===== src/rtl/lpstop_ctrl.sv =====
module lpstop_ctrl #(
  parameter int ADDR_W = 20,
  parameter int DATA_W = 16,
  parameter logic [ADDR_W-1:0] STOP_ADDR = 20'h3FFFE,
  parameter int MASK_LSB = 8,
  parameter int ACK_CYC = 1
) (
  input  logic              clk,
  input  logic              rst_n,
  input  logic [ADDR_W-1:0] bus_addr,
  input  logic [DATA_W-1:0] bus_data,
  input  logic              bus_strobe,
  input  logic              bus_write,
  input  logic              cpu_space,
  input  logic              bus_granted_away,
  input  logic              bus_err,
  input  logic [2:0]        irq_level,
  output logic              int_ack,
  output logic              ext_visible,
  output logic              clk_enable,
  output logic              wake_pulse
);

  localparam int CNT_W = (ACK_CYC > 1) ? $clog2(ACK_CYC) : 1;
  localparam logic [DATA_W-1:0] FIELD = {{(DATA_W-3){1'b0}}, 3'b111} << MASK_LSB;
  localparam logic [CNT_W-1:0] LAST = CNT_W'(ACK_CYC - 1);

  typedef enum logic [1:0] {RUN, ACKING, STOPPED} st_e;

  st_e              state;
  logic [2:0]       held_mask;
  logic [CNT_W-1:0] cnt;
  logic             show_q;

  logic hit, wake_cond;

  assign hit = bus_strobe && bus_write && cpu_space && (bus_addr == STOP_ADDR)
               && ((bus_data & ~FIELD) == '0);
  assign wake_cond   = (irq_level > held_mask) || (irq_level == 3'd7);
  assign int_ack     = (state == ACKING);
  assign ext_visible = int_ack && show_q;
  assign wake_pulse  = (state == STOPPED) && wake_cond;
  assign clk_enable  = (state != STOPPED) || wake_cond;

  always_ff @(posedge clk or negedge rst_n) begin
    if (!rst_n) begin
      state     <= RUN;
      held_mask <= 3'd7;
      cnt       <= '0;
      show_q    <= 1'b0;
    end else begin
      case (state)
        RUN: if (hit) begin
          state     <= ACKING;
          held_mask <= bus_data[MASK_LSB +: 3];
          show_q    <= !bus_granted_away;
          cnt       <= '0;
        end
        ACKING: begin
          if (cnt == LAST) state <= STOPPED;
          else cnt <= cnt + 1'b1;
        end
        STOPPED: if (wake_cond) state <= RUN;
        default: state <= RUN;
      endcase
    end
  end


  mask_latch_chk: assert property (@(posedge clk) disable iff (!rst_n)
    $past(state == RUN && hit) |-> held_mask == $past(bus_data[MASK_LSB +: 3]));


  ack_start_chk: assert property (@(posedge clk) disable iff (!rst_n)
    (state == RUN && hit) |=> int_ack);


  berr_ignored_chk: assert property (@(posedge clk) disable iff (!rst_n)
    (int_ack && bus_err && cnt == LAST) |=> state == STOPPED);


  ext_only_with_ack_chk: assert property (@(posedge clk) disable iff (!rst_n)
    ext_visible |-> int_ack);


  nmi_wakes_chk: assert property (@(posedge clk) disable iff (!rst_n)
    (irq_level == 3'd7) |-> clk_enable);


  wake_single_chk: assert property (@(posedge clk) disable iff (!rst_n)
    wake_pulse |=> !wake_pulse && clk_enable);


  gated_no_ack_chk: assert property (@(posedge clk) disable iff (!rst_n)
    !clk_enable |-> !int_ack);

endmodule


===== config.mk =====
export PLATFORM = sky130hd
export DESIGN_NAME = lpstop_ctrl
export DESIGN_NICKNAME = d
export VERILOG_FILES = /design/src/rtl/lpstop_ctrl.sv
export SDC_FILE = /design/constraint.sdc
export NUM_CORES = 1
export LEC_CHECK = 0
export ABC_AREA = 1
export BUFFER_PORTS_ARGS = -buffer_cell sky130_fd_sc_hd__buf_4
export CAP_MARGIN = 20
export CORE_MARGIN = 2
export CORE_UTILIZATION = 41
export CTS_BUF_LIST = sky130_fd_sc_hd__clkbuf_4 sky130_fd_sc_hd__clkbuf_8
export CTS_CLUSTER_SIZE = 14
export DETAILED_ROUTE_END_ITERATION = 16
export HOLD_SLACK_MARGIN = 0.03
export MAX_ROUTING_LAYER = met4
export PLACE_DENSITY = 0.85
export REMOVE_ABC_BUFFERS = 1
export SYNTH_ARGS = -nofsm -noshare
export SYNTH_HDL_FRONTEND = slang
export SYNTH_SLANG_ARGS = --single-unit

===== constraint.sdc =====
create_clock -name clk -period 3 [get_ports clk]
set_clock_uncertainty 0.15 [all_clocks]
set_input_delay 0.3 -clock clk [delete_from_list [all_inputs] [get_ports clk]]
set_output_delay 0.3 -clock clk [all_outputs]
set_load 0.005 [all_outputs]

## Word level (Yosys, flattened, before mapping)

Cells that the tools add are included.
Widths: inputs -> output; s select.

| storage, ports and cells | value |
|---|---|
| register bits after elaboration | 7 |
| output and inout port bits | 4 |

| cells by class | value |
|---|---|
| add/sub/neg operators | 1 |
| order comparisons | 1 |
| equal/unequal tests | 8 |
| mux-type cells | 7 |
| reductions and logical operators | 15 |

Operators by type and width:

| operator | count |
|---|---|
| $eq 20x18->1 const B | 1 |
| $logic_not 16->1 | 1 |
| $ne 2x2->1 const B | 4 |
| $logic_and 1x1->1 | 6 |
| $mux 2 | 3 |
| $pmux 2 s3 | 1 |
| $reduce_and 2->1 | 2 |
| $eq 3x3->1 const B | 1 |
| $gt 3x3->1 | 1 |
| $reduce_and 3->1 | 1 |
| $eq 2x1->1 const B | 1 |
| $eq 2x2->1 const B | 1 |
| $logic_not 2->1 | 1 |
| $logic_or 1x1->1 | 2 |
| $mux 1 | 2 |
| $pmux 1 s2 | 1 |
| $reduce_bool 2->1 | 1 |
| $add 1x1->1 const B | 1 |
| $logic_not 1->1 | 1 |

## Depth between registers and ports, before layout

Gate-level depths: netlist of run 1.

| depth | value |
|---|---|
| word-level depth | 6 |
| depth in mapped cells | 8 |
| depth with buffers taken out | 8 |

## Least setup slack after synthesis of run 1

OpenSTA, ideal clock, no wires.

| timing | value |
|---|---|
| kind | register to output |
| start | register held_mask[2] |
| end | output wake_pulse |
| arrival time | 1.189 ns |
| required time | 2.550 ns |
| slack | 1.361 ns |
| cell stages (with the launch flop) | 7 |
| path through | dfstp_2 inv_1 ha_1 nand2_1 o21ai_1 nand2_1 a21oi_1 |

| between the ends | value |
|---|---|
| cells in the longest elaborated chain, start to end | 3 |

Ends and longest elaborated chain:

| item | RTL line | RTL |
|---|---|---|
| start: declaration | 31 | `logic [2:0] held_mask;` |
| start signal: assignment | 55 | `held_mask <= bus_data[MASK_LSB +: 3];` |
| $gt 3x3->1 | 39 | `assign wake_cond = (irq_level > held_mask) \|\| (irq_level == 3'd7);` |
| $logic_or 1x1->1 | 39 |  |
| $logic_and 1x1->1 | 42 | `assign wake_pulse = (state == STOPPED) && wake_cond;` |
| end: declaration | 21 | `output logic wake_pulse` |

Every way passes these cells.

## Worst setup path after layout of run 1

| timing | value |
|---|---|
| start | register held_mask[2] |
| end | output clk_enable |

| between the ends | value |
|---|---|
| cells in the longest elaborated chain, start to end | 3 |

Ends and longest elaborated chain:

| item | RTL line | RTL |
|---|---|---|
| $gt 3x3->1 | 39 |  |
| $logic_or 1x1->1 | 39 |  |
| $logic_or 1x1->1 | 43 | `assign clk_enable = (state != STOPPED) \|\| wake_cond;` |
| end: declaration | 20 | `output logic clk_enable,` |

Every way passes these cells.

==> impl_metrics.py, run 1 <==
metrics = {
    "final_layout": {
        "antenna_diodes": 0,
        "nets": 194,
        "flow.area_growth_from_synthesis_pct": 75.11,
        "fillCellCount": 116,
        "instances_no_fill": 159,
        "fraction_of_layout_instances_using_a_drive_strength_above_1_pct": 41.67,
    },
    "floorplanning": {
        "die_outline_area_mm2": 0.001672,
        "die-height_um": 40.89,
        "num_rows": 13,
        "initial_core_util_pct": 43.43,
        "ioPinCount": 50,
        "placeableCoreArea_mm2": 0.001285,
        "die_width_um": 40.89,
    },
    "worst_setup_path": {
        "cp-end-kind": "output port",
        "worstPathMaxFanout": 3,
        "data_arrival_time_of_the_critical_path_ps": 1640,
        "worst-endpoint-required_ps": 2550,
        "startpoint_type": "flip-flop",
        "ff2ff_path_depth": 7,
        "critPathKind": "flip-flop to output port",
    },
    "sta": {
        "report.final.hold_viol_count": 0,
        "setup-tns-final_ps": 0,
        "grt_setup_unrepaired": "false",
        "fin_crit_ps": 2095,
        "setup_violations_final": 0,
        "tightest_slew_ps": 163.5,
        "max_slew_violation_total_from_the_final_report": 0,
        "min_period_over_period_pct": 69.83,
        "fmax_mhz": 477.3,
        "worst_rel_slew_slack_pct": 89.08,
    },
    "routing": {
        "drt_iter0_markers": 3,
        "post_route_wl_mm": 1.355,
        "detail_route.drc_violations": 0,
        "firstDrtPassIters": 4,
        "vias": 713,
        "post_drt_via_cell_ratio": 4.484,
        "detail_route.wl_per_cell_um": 8.522,
        "route.antenna.remaining_nets": 0,
    },
    "placement": {
        "port_buffers": 48,
        "globalplace.congestion": 0.6721,
        "placed_cells_incl_taps": 154,
        "dp_hpwl_mm": 1.284,
    },
    "synthesis": {
        "ys.flop_type": "sky130_fd_sc_hd__dfstp_2",
        "netlist.top_cell.by_area": "sky130_fd_sc_hd__nand2_1",
        "number_of_synthesized_flops_with_an_enable_pin": 0,
        "synthesis.area_per_instance_um2": 6.132,
        "async_flop_share_pct": 100.0,
        "synth_seq_cells": 6,
        "synthDistinctLibCells": 14,
        "yosysTopAreaCellShare_pct": 22.20,
        "synth.area.top_cells": "sky130_fd_sc_hd__nand2_1 22%, sky130_fd_sc_hd__inv_1 15%, sky130_fd_sc_hd__dfstp_2 14%, sky130_fd_sc_hd__dfrtp_1 13%, sky130_fd_sc_hd__nor2_1 7.4%",
        "syn_inst": 91,
        "synth.top_cells.by_count": "33 x sky130_fd_sc_hd__nand2_1, 22 x sky130_fd_sc_hd__inv_1, 11 x sky130_fd_sc_hd__nor2_1, 5 x sky130_fd_sc_hd__nand4_1",
        "most_frequent_cell_after_synthesis": "sky130_fd_sc_hd__nand2_1",
        "synthesis_warnings": 0,
        "netlist_area_um2": 558.0,
        "ys_seq_area_share_pct": 27.58,
    },
    "power_and_ir_drop": {
        "cellPowerDensity_mw_per_mm2": 237.1,
        "ir_worst_vdd_v": 0.0001255,
        "static_leakage_nw": 0.5654,
        "fin_total_pwr_w": 0.0002317,
    },
    "hold_path": {
        "hp-class": "primary input to flip-flop",
        "holdPathStages": 3,
    },
    "global_routing": {
        "gr-total-overflow": 0,
        "gr-usage-all-layers_pct": 19.26,
        "grt_start_max_net_pins": 7,
        "grt_first_pass_wirelength_mm": 2.152,
        "number_of_antenna_violations_at_the_first_check_in_global_routing": 0,
        "vias_in_the_first_global_route": 669,
    },
    "clocking": {
        "tritoncts_clock_tree": "done",
        "cts.sink_count": 6,
        "cts_root_buffer": "sky130_fd_sc_hd__clkbuf_4",
        "max_h_tree_level": 1,
        "cts_inserted_buffers": 3,
        "ctsHoldBuffers": 1,
        "clk_transition_reported_paths_ps": 40,
        "postCtsSetupBuffers": 0,
        "clock_latency_ps": 230,
        "cts_resized": 0,
        "ctsLongestPathBuffers": 2,
    },
    "status": {
        "outcome": "finished clean",
    },
    "run": {
        "max-cap-violations": 0,
    },
}
## stage by stage
stage               setup WS (ps)  area, um2  utilization, %  hold slack [ps]
finish                      905.0      977.2           76.05            150.8
global route                759.1      977.2           76.05            153.2
CTS                         892.6      977.2           76.05            149.4
detailed placement           1143      937.1           72.93           -42.65
global placement             1197      937.1           72.93           -43.03
floorplan                    1361      558.0               -           -145.6
## layer usage
| layer | wire [um] | part of all wire (%) | vias to the layer above | track usage, % |
|---|---|---|---|---|
| met2 | 712 | 53 | 46 | 39.84 |
| met4 | 0 | 0 | 0 | 6.667 |
| met3 | 158 | 12 | 0 | 2.717 |
| li1 | - | - | 377 | - |
| met1 | 483 | 36 | 290 | 16.89 |
| met5 | 0 | 0 | - | - |
## placed cells by master (no fill, tap or decap), drive strengths merged
cell / Yosys / routed
buf: 0 / 48
nand2: 33 / 33
inv: 23 / 23
nor2: 14 / 14
nand4: 5 / 5
clkbuf: 0 / 4
ha: 3 / 3
dfstp: 3 / 3
dfrtp: 3 / 3
nand3: 3 / 3
a21oi: 2 / 2
o21ai: 1 / 1
nand3b: 1 / 1
dlygate4sd3: 0 / 1
## worst paths after layout
path | startpoint | to | slack [ps]
setup reg to reg | held_mask[2] | state[1] | 1450
hold / removal | bus_data[10] | held_mask[2] | 150
min in group asynchronous | rst_n | state[0] | 260
hold reg to reg | held_mask[2] | held_mask[2] | 320
setup / recovery | held_mask[2] | clk_enable | 910
max in group asynchronous | rst_n | held_mask[0] | 2240
## layout make-up
type	count	area [um2]	area share (%)
clock buffer	4	30.03	3.073
timing repair buffer	49	370.4	37.90
sequential	6	153.9	15.75
tap	15	18.77	1.921
inverter	23	86.33	8.835
multi-input combinational	62	317.8	32.52
## sequential cells by signal, summed over array words and instances, names as in the netlist
register   cells
state          2
held_mask      3
show_q         1
## worst max-delay path: stages (launching register included)
cell	delay, ps
sky130_fd_sc_hd__dfstp_2	520
sky130_fd_sc_hd__inv_1	40
sky130_fd_sc_hd__ha_1	290
sky130_fd_sc_hd__a21oi_1	130
sky130_fd_sc_hd__o21ai_1	80
sky130_fd_sc_hd__nand2_1	80
sky130_fd_sc_hd__nand4_1	110
sky130_fd_sc_hd__buf_4	160
## cells by family (layout without fill, tap and decap cells)
group                      count (synthesis)  count (layout)  share of synthesized area [%]
DFF                                        6               6                          27.58
AOI/OAI and AO/OA                          3               3                          2.690
adders and majority gates                  3               3                          6.727
and+or+nand+nor                           56              56                          47.53
buffers and inverters                     23              76                          15.47
## report_power, final
group          internal [W]       switching (W)  leakage (nW)  total [W]
Combinational     0.0000443           0.0000201         0.474  0.0000643
Clock             0.0000593           0.0000268        0.0184  0.0000860
Sequential        0.0000814  0.0000000000000450        0.0729  0.0000814
Power figures use the tool's default switching activity.
==> run 2: changes to the inputs <==
- ABC_AREA: 1 -> 0
- CORE_UTILIZATION: 41 -> 34
- PLACE_DENSITY: 0.85 -> 0.79
- clock period: 3 -> 2.05 ns (I/O delays scaled with it)
==> run 2 against run 1 <==
Setup slack got worse by 900 ps. Register-to-register slack worse by 1300 ps. Largest power group unchanged. Highest routed layer unchanged. Largest cell class unchanged. Cell area decreased by 2.9%. Synthesized cell count fell by 53%. Via count fell by 19%. Wire length increased by 4.6%.
==> impl_metrics.py, run 2 <==
metrics = {
    "clocking": {
        "cts.sink_count": 6,
        "tritoncts_clock_tree": "done",
        "clk_transition_reported_paths_ps": 40,
        "cts_root_buffer": "sky130_fd_sc_hd__clkbuf_4",
        "clock_latency_ps": 250,
        "cts_inserted_buffers": 3,
        "max_h_tree_level": 1,
        "ctsLongestPathBuffers": 2,
    },
    "worst_setup_path": {
        "cp_num_cells": 7,
        "cp-end-kind": "output port",
        "worstPathCellList": "inv_2, ha_4, nor2b_4, o21a_1, o21ai_2, a21boi_1, buf_4",
        "cpMaxStageDelayCell": "sky130_fd_sc_hd__dfstp_2",
        "worst_setup_path_startpoint": "held_mask[1]",
        "timing.critical_path.max_delay_family": "flip-flops",
        "data_arrival_time_of_the_critical_path_ps": 1690,
        "critPathKind": "flip-flop to output port",
        "worstPathMaxFanout": 3,
        "regToRegStartpoint": "state[1]",
        "worst-endpoint-required_ps": 1690,
        "ff2ff_path_depth": 4,
        "end_of_the_critical_path": "wake_pulse",
        "setup.reg_to_reg.worst_slack_ps": 160,
        "startpoint_type": "flip-flop",
        "timing.rr.end": "held_mask[1]",
        "slowest_delay_ps": 530,
        "worst-path-buf-inv": 2,
    },
    "routing": {
        "detail_route.wl_per_cell_um": 12.12,
        "route.antenna.remaining_nets": 0,
        "post_drt_via_cell_ratio": 4.915,
        "vias": 575,
        "wirelength_met1_um": 491,
        "drt_iter0_markers": 2,
        "post_route_wl_mm": 1.418,
        "met2_wirelength_um": 831,
        "detail_route.drc_violations": 0,
        "firstDrtPassIters": 2,
        "route.met3.wl_um": 95,
        "routed.top_layer": "met3",
    },
    "final_layout": {
        "most_frequent_cells_in_the_layout": "51 x sky130_fd_sc_hd__buf_4, 4 x sky130_fd_sc_hd__clkbuf_4, 4 x sky130_fd_sc_hd__dlygate4sd3_1",
        "fraction_of_layout_instances_using_a_drive_strength_above_1_pct": 65.69,
        "largest_register_ff_count": 3,
        "largestRegisters": "held_mask x3, state x2, show_q x1",
        "antenna_diodes": 0,
        "top_register": "held_mask",
        "flow.area_growth_from_synthesis_pct": 113.5,
        "most_common_cell_after_layout_fill_and_taps_aside": "sky130_fd_sc_hd__buf_4",
        "nets": 152,
        "post-route-util_pct": 75.72,
    },
    "sta": {
        "fin_crit_ps": 2043,
        "worst_rel_slew_slack_pct": 81.94,
        "max_slew_violation_total_from_the_final_report": 0,
        "min_period_over_period_pct": 99.65,
        "report.final.hold_viol_count": 0,
        "tightest_slew_ps": 268.7,
        "grt_setup_unrepaired": "true",
        "fin_ws_ps": 7.197,
        "setup-tns-final_ps": 0,
        "setup_violations_final": 0,
        "fmax_mhz": 489.5,
    },
    "placement": {
        "pre_cts_slack_ps": 31.23,
        "port_buffers": 48,
        "globalplace.congestion": 0.6732,
    },
    "power_and_ir_drop": {
        "static_leakage_nw": 0.4866,
        "fin_total_pwr_w": 0.0003472,
        "cellPowerDensity_mw_per_mm2": 366.1,
        "ir_worst_vdd_v": 0.0003070,
    },
    "synthesis": {
        "synthDistinctLibCells": 24,
        "number_of_synthesized_flops_with_an_enable_pin": 0,
        "synth.area.top_cells": "sky130_fd_sc_hd__dfstp_2 18%, sky130_fd_sc_hd__dfrtp_1 17%, sky130_fd_sc_hd__ha_1 8.5%, sky130_fd_sc_hd__mux2_1 7.6%, sky130_fd_sc_hd__nand4b_1 5.9%",
        "netlist_area_um2": 444.2,
        "synth_seq_cells": 6,
        "async_flop_share_pct": 100.0,
        "most_frequent_cell_after_synthesis": "sky130_fd_sc_hd__inv_1",
        "yosysTopAreaCellShare_pct": 17.75,
        "synthesis_warnings": 0,
        "synthesis.area_per_instance_um2": 10.33,
        "syn_inst": 43,
        "netlist.top_cell.by_area": "sky130_fd_sc_hd__dfstp_2",
        "ys.flop_type": "sky130_fd_sc_hd__dfstp_2",
        "ys_seq_area_share_pct": 34.65,
    },
    "floorplanning": {
        "num_rows": 13,
        "placeableCoreArea_mm2": 0.001252,
        "ioPinCount": 50,
        "die-height_um": 40.15,
        "die_width_um": 40.15,
        "die_outline_area_mm2": 0.001612,
        "initial_core_util_pct": 35.46,
    },
    "global_routing": {
        "grt_start_max_net_pins": 7,
        "number_of_antenna_violations_at_the_first_check_in_global_routing": 0,
        "vias_in_the_first_global_route": 530,
        "gr-total-overflow": 0,
        "grt_first_pass_wirelength_mm": 1.918,
        "gr-usage-all-layers_pct": 18.62,
    },
    "status": {
        "outcome": "finished clean",
    },
    "hold_path": {
        "hold_start": "bus_data[9]",
        "hp-class": "primary input to flip-flop",
    },
    "run": {
        "max-cap-violations": 0,
    },
}
==> run 2: final cells by class <==
class,count,area (um2)
clock buffers,4,30.03
fillers,94,304.0
inverters,4,15.01
multi-input cells,33,307.8
flip-flops and latches,6,153.9
well taps,15,18.77
repair buffers,55,422.9
==> run 2: power by group <==
group / switching [W] / total [W] / internal (W)
Sequential: 0.0000000000000700 / 0.000119 / 0.000119
Clock: 0.0000448 / 0.000132 / 0.0000871
Combinational: 0.0000251 / 0.0000963 / 0.0000712
==> run 2: stage by stage <==
step                area [um2]  std cells  hold slack [ps]
floorplan                444.2         43           -240.6
global placement         823.3        106           -137.2
detailed placement       823.3        106           -136.0
CTS                      917.1        115            33.15
global route             948.4        117            41.15
finish                   948.4        117            44.78
==> run 2: logic make-up (layout without fill, tap and decap cells) <==
kind of cell	count (synthesis)	in the layout	share of synthesized area [%]
flops	6	6	34.65
simple gates	22	22	37.18
fa+ha+maj	3	3	8.452
buf+inv	4	63	3.379
mux	4	4	9.859
compound gates	4	4	6.479
==> run 2: metal layers <==
layer | GRT usage (%) | vias to the layer above
met1 | 17.69 | 270
met2 | 34.68 | 23
met5 | - | -
met3 | 6.667 | 0
li1 | - | 282
met4 | 5.172 | 0
==> run 2: how the worst min path moves through the flow <==
stage	to	slack, ps	depth (start not counted)
global route	held_mask[1]	40	2
finish	held_mask[1]	40	2
detailed placement	show_q	-140	1
CTS	held_mask[1]	30	2
floorplan	show_q	-240	0
global placement	show_q	-140	1
==> run 2: what timing repair did <==
item	4_1_cts	5_1_grt
pin swaps	1	4
buffers inserted	1	2
setup endpoints to repair	2	5
endpoints found under the hold margin	9	0
hold buffers	4	0
gates resized for setup	5	2
cloned	0	0
==> run 3: changes to the inputs <==
- BUFFER_PORTS_ARGS: -buffer_cell sky130_fd_sc_hd__buf_4 -> -buffer_cell sky130_fd_sc_hd__buf_2
==> run 3 against run 2 <==
Sequential cell count is the same. Combinational power fell by 22%. Global-route usage decreased by 0.98 points. Register-to-register slack worse by 40 ps. First-iteration DRC count decreased by 50%. Sequential share of layout area up 2.2 points. Clock-buffer cell count is the same. Total power shrank 6.6%. Sequential power barely moved. Worst hold slack lost 7.8 ps. Highest routed layer is now met4.
==> impl_metrics.py, run 3 (same netlist as run 2, synthesis figures left out) <==
metrics = {
    "status": {
        "outcome": "finished clean",
    },
    "global_routing": {
        "vias_in_the_first_global_route": 452,
        "number_of_antenna_violations_at_the_first_check_in_global_routing": 0,
        "grt_start_max_net_pins": 7,
        "gr-usage-all-layers_pct": 17.64,
        "grt_first_pass_wirelength_mm": 1.731,
        "gr-total-overflow": 0,
    },
    "hold_path": {
        "hp-class": "primary input to flip-flop",
        "holdPathStages": 2,
    },
    "final_layout": {
        "flow.area_growth_from_synthesis_pct": 87.61,
        "antenna_diodes": 0,
        "largest_register_ff_count": 3,
        "most_frequent_cells_in_the_layout": "48 x sky130_fd_sc_hd__buf_2, 5 x sky130_fd_sc_hd__buf_4, 4 x sky130_fd_sc_hd__clkbuf_4",
        "nets": 153,
        "most_common_cell_after_layout_fill_and_taps_aside": "sky130_fd_sc_hd__buf_2",
        "post-route-util_pct": 66.53,
        "fraction_of_layout_instances_using_a_drive_strength_above_1_pct": 66.99,
        "post-route-cell-area_um2": 833.3,
        "largestRegisters": "held_mask x3, state x2, show_q x1",
        "top_register": "held_mask",
    },
    "sta": {
        "grt_setup_unrepaired": "true",
        "report.final.hold_viol_count": 0,
        "worst_rel_slew_slack_pct": 80.28,
        "min_period_over_period_pct": 98.23,
        "max_slew_violation_total_from_the_final_report": 0,
        "fmax_mhz": 496.6,
        "fin_ws_ps": 36.22,
        "fin_crit_ps": 2014,
        "setup_violations_final": 0,
        "tightest_slew_ps": 293.4,
    },
    "floorplanning": {
        "num_rows": 13,
        "ioPinCount": 50,
        "placeableCoreArea_mm2": 0.001252,
        "die_outline_area_mm2": 0.001612,
        "die_width_um": 40.15,
        "die-height_um": 40.15,
        "initial_core_util_pct": 35.46,
    },
    "placement": {
        "place_area_um2": 703.2,
        "pre_cts_slack_ps": 13.40,
        "port_buffers": 48,
        "dp_hpwl_mm": 1.076,
        "globalplace.congestion": 0.6806,
    },
    "routing": {
        "firstDrtPassIters": 2,
        "route.antenna.remaining_nets": 0,
        "detail_route.wl_per_cell_um": 10.78,
        "post_route_wl_mm": 1.272,
        "vias": 562,
        "post_drt_via_cell_ratio": 4.763,
        "detail_route.drc_violations": 0,
        "drt_iter0_markers": 1,
    },
    "run": {
        "max-cap-violations": 0,
    },
    "worst_setup_path": {
        "data_arrival_time_of_the_critical_path_ps": 1660,
        "critPathKind": "flip-flop to output port",
        "startpoint_type": "flip-flop",
        "ff2ff_path_depth": 9,
        "cp-end-kind": "output port",
        "worst-endpoint-required_ps": 1690,
        "worstPathMaxFanout": 3,
    },
    "clocking": {
        "ctsLongestPathBuffers": 2,
        "tritoncts_clock_tree": "done",
        "clk_transition_reported_paths_ps": 40,
        "cts_root_buffer": "sky130_fd_sc_hd__clkbuf_4",
        "cts.sink_count": 6,
        "max_h_tree_level": 1,
        "clock_latency_ps": 250,
        "cts_inserted_buffers": 3,
    },
    "power_and_ir_drop": {
        "cellPowerDensity_mw_per_mm2": 389.0,
        "fin_total_pwr_w": 0.0003241,
        "static_leakage_nw": 0.4524,
        "ir_worst_vdd_v": 0.0002587,
    },
}
[run 3: final cells by class]
class | count | area, um2
Tap cell | 15 | 18.77
Clock buffer | 4 | 30.03
Multi-Input combinational cell | 33 | 307.8
Fill cell | 103 | 419.2
Timing Repair Buffer | 56 | 307.8
Sequential cell | 6 | 153.9
Inverter | 4 | 15.01
[run 3: report_power, final]
part | leakage (nW) | internal (W) | switching, W
logic | 0.366 | 0.0000498 | 0.0000252
clock network | 0.0184 | 0.0000869 | 0.0000431
registers | 0.0676 | 0.000119 | 0.0000000000000639
[run 3: repair_timing]
action / CTS / global route
hold buffers: 3 / 0
hold endpoints to repair: 8 / 0
pin swaps: 3 / 6
gates resized for setup: 7 / 0
endpoints found under the setup margin: 3 / 5
setup buffers: 3 / 2
[run 3: worst max-delay path, stage by stage, from the launching register on]
cell and delay [ps]:
sky130_fd_sc_hd__dfstp_2 530, sky130_fd_sc_hd__inv_2 40, sky130_fd_sc_hd__ha_4 200, sky130_fd_sc_hd__nor2b_4 110
sky130_fd_sc_hd__o21a_1 170, sky130_fd_sc_hd__o21ai_2 150, sky130_fd_sc_hd__nand3_1 80, sky130_fd_sc_hd__buf_2 130
[run 3: worst paths after layout]
check,slack (ps),endpoint,start
setup / recovery,40,clk_enable,held_mask[1]
hold / removal,40,held_mask[0],bus_data[8]
setup reg to reg,120,state[1],held_mask[1]
hold reg to reg,390,show_q,show_q
max in group asynchronous,1370,held_mask[2],rst_n
min in group asynchronous,150,show_q,rst_n
[run 3: per-layer routing]
metal	GRT usage [%]	wire, um	vias to the layer above
li1	-	-	285
met1	17.29	455	253
met2	30.65	705	22
met3	5.000	96	2
met4	10.34	15	0
met5	-	0	-
[run 3: stage by stage]
step                      setup TNS, ps  hold WS [ps]  cells
after floorplan                       0        -240.6     43
after global placement                0        -122.2    106
after detailed placement              0        -120.0    106
after CTS                        -54.48         36.50    116
after global routing             -102.4         33.21    118
final                                 0         37.01    118
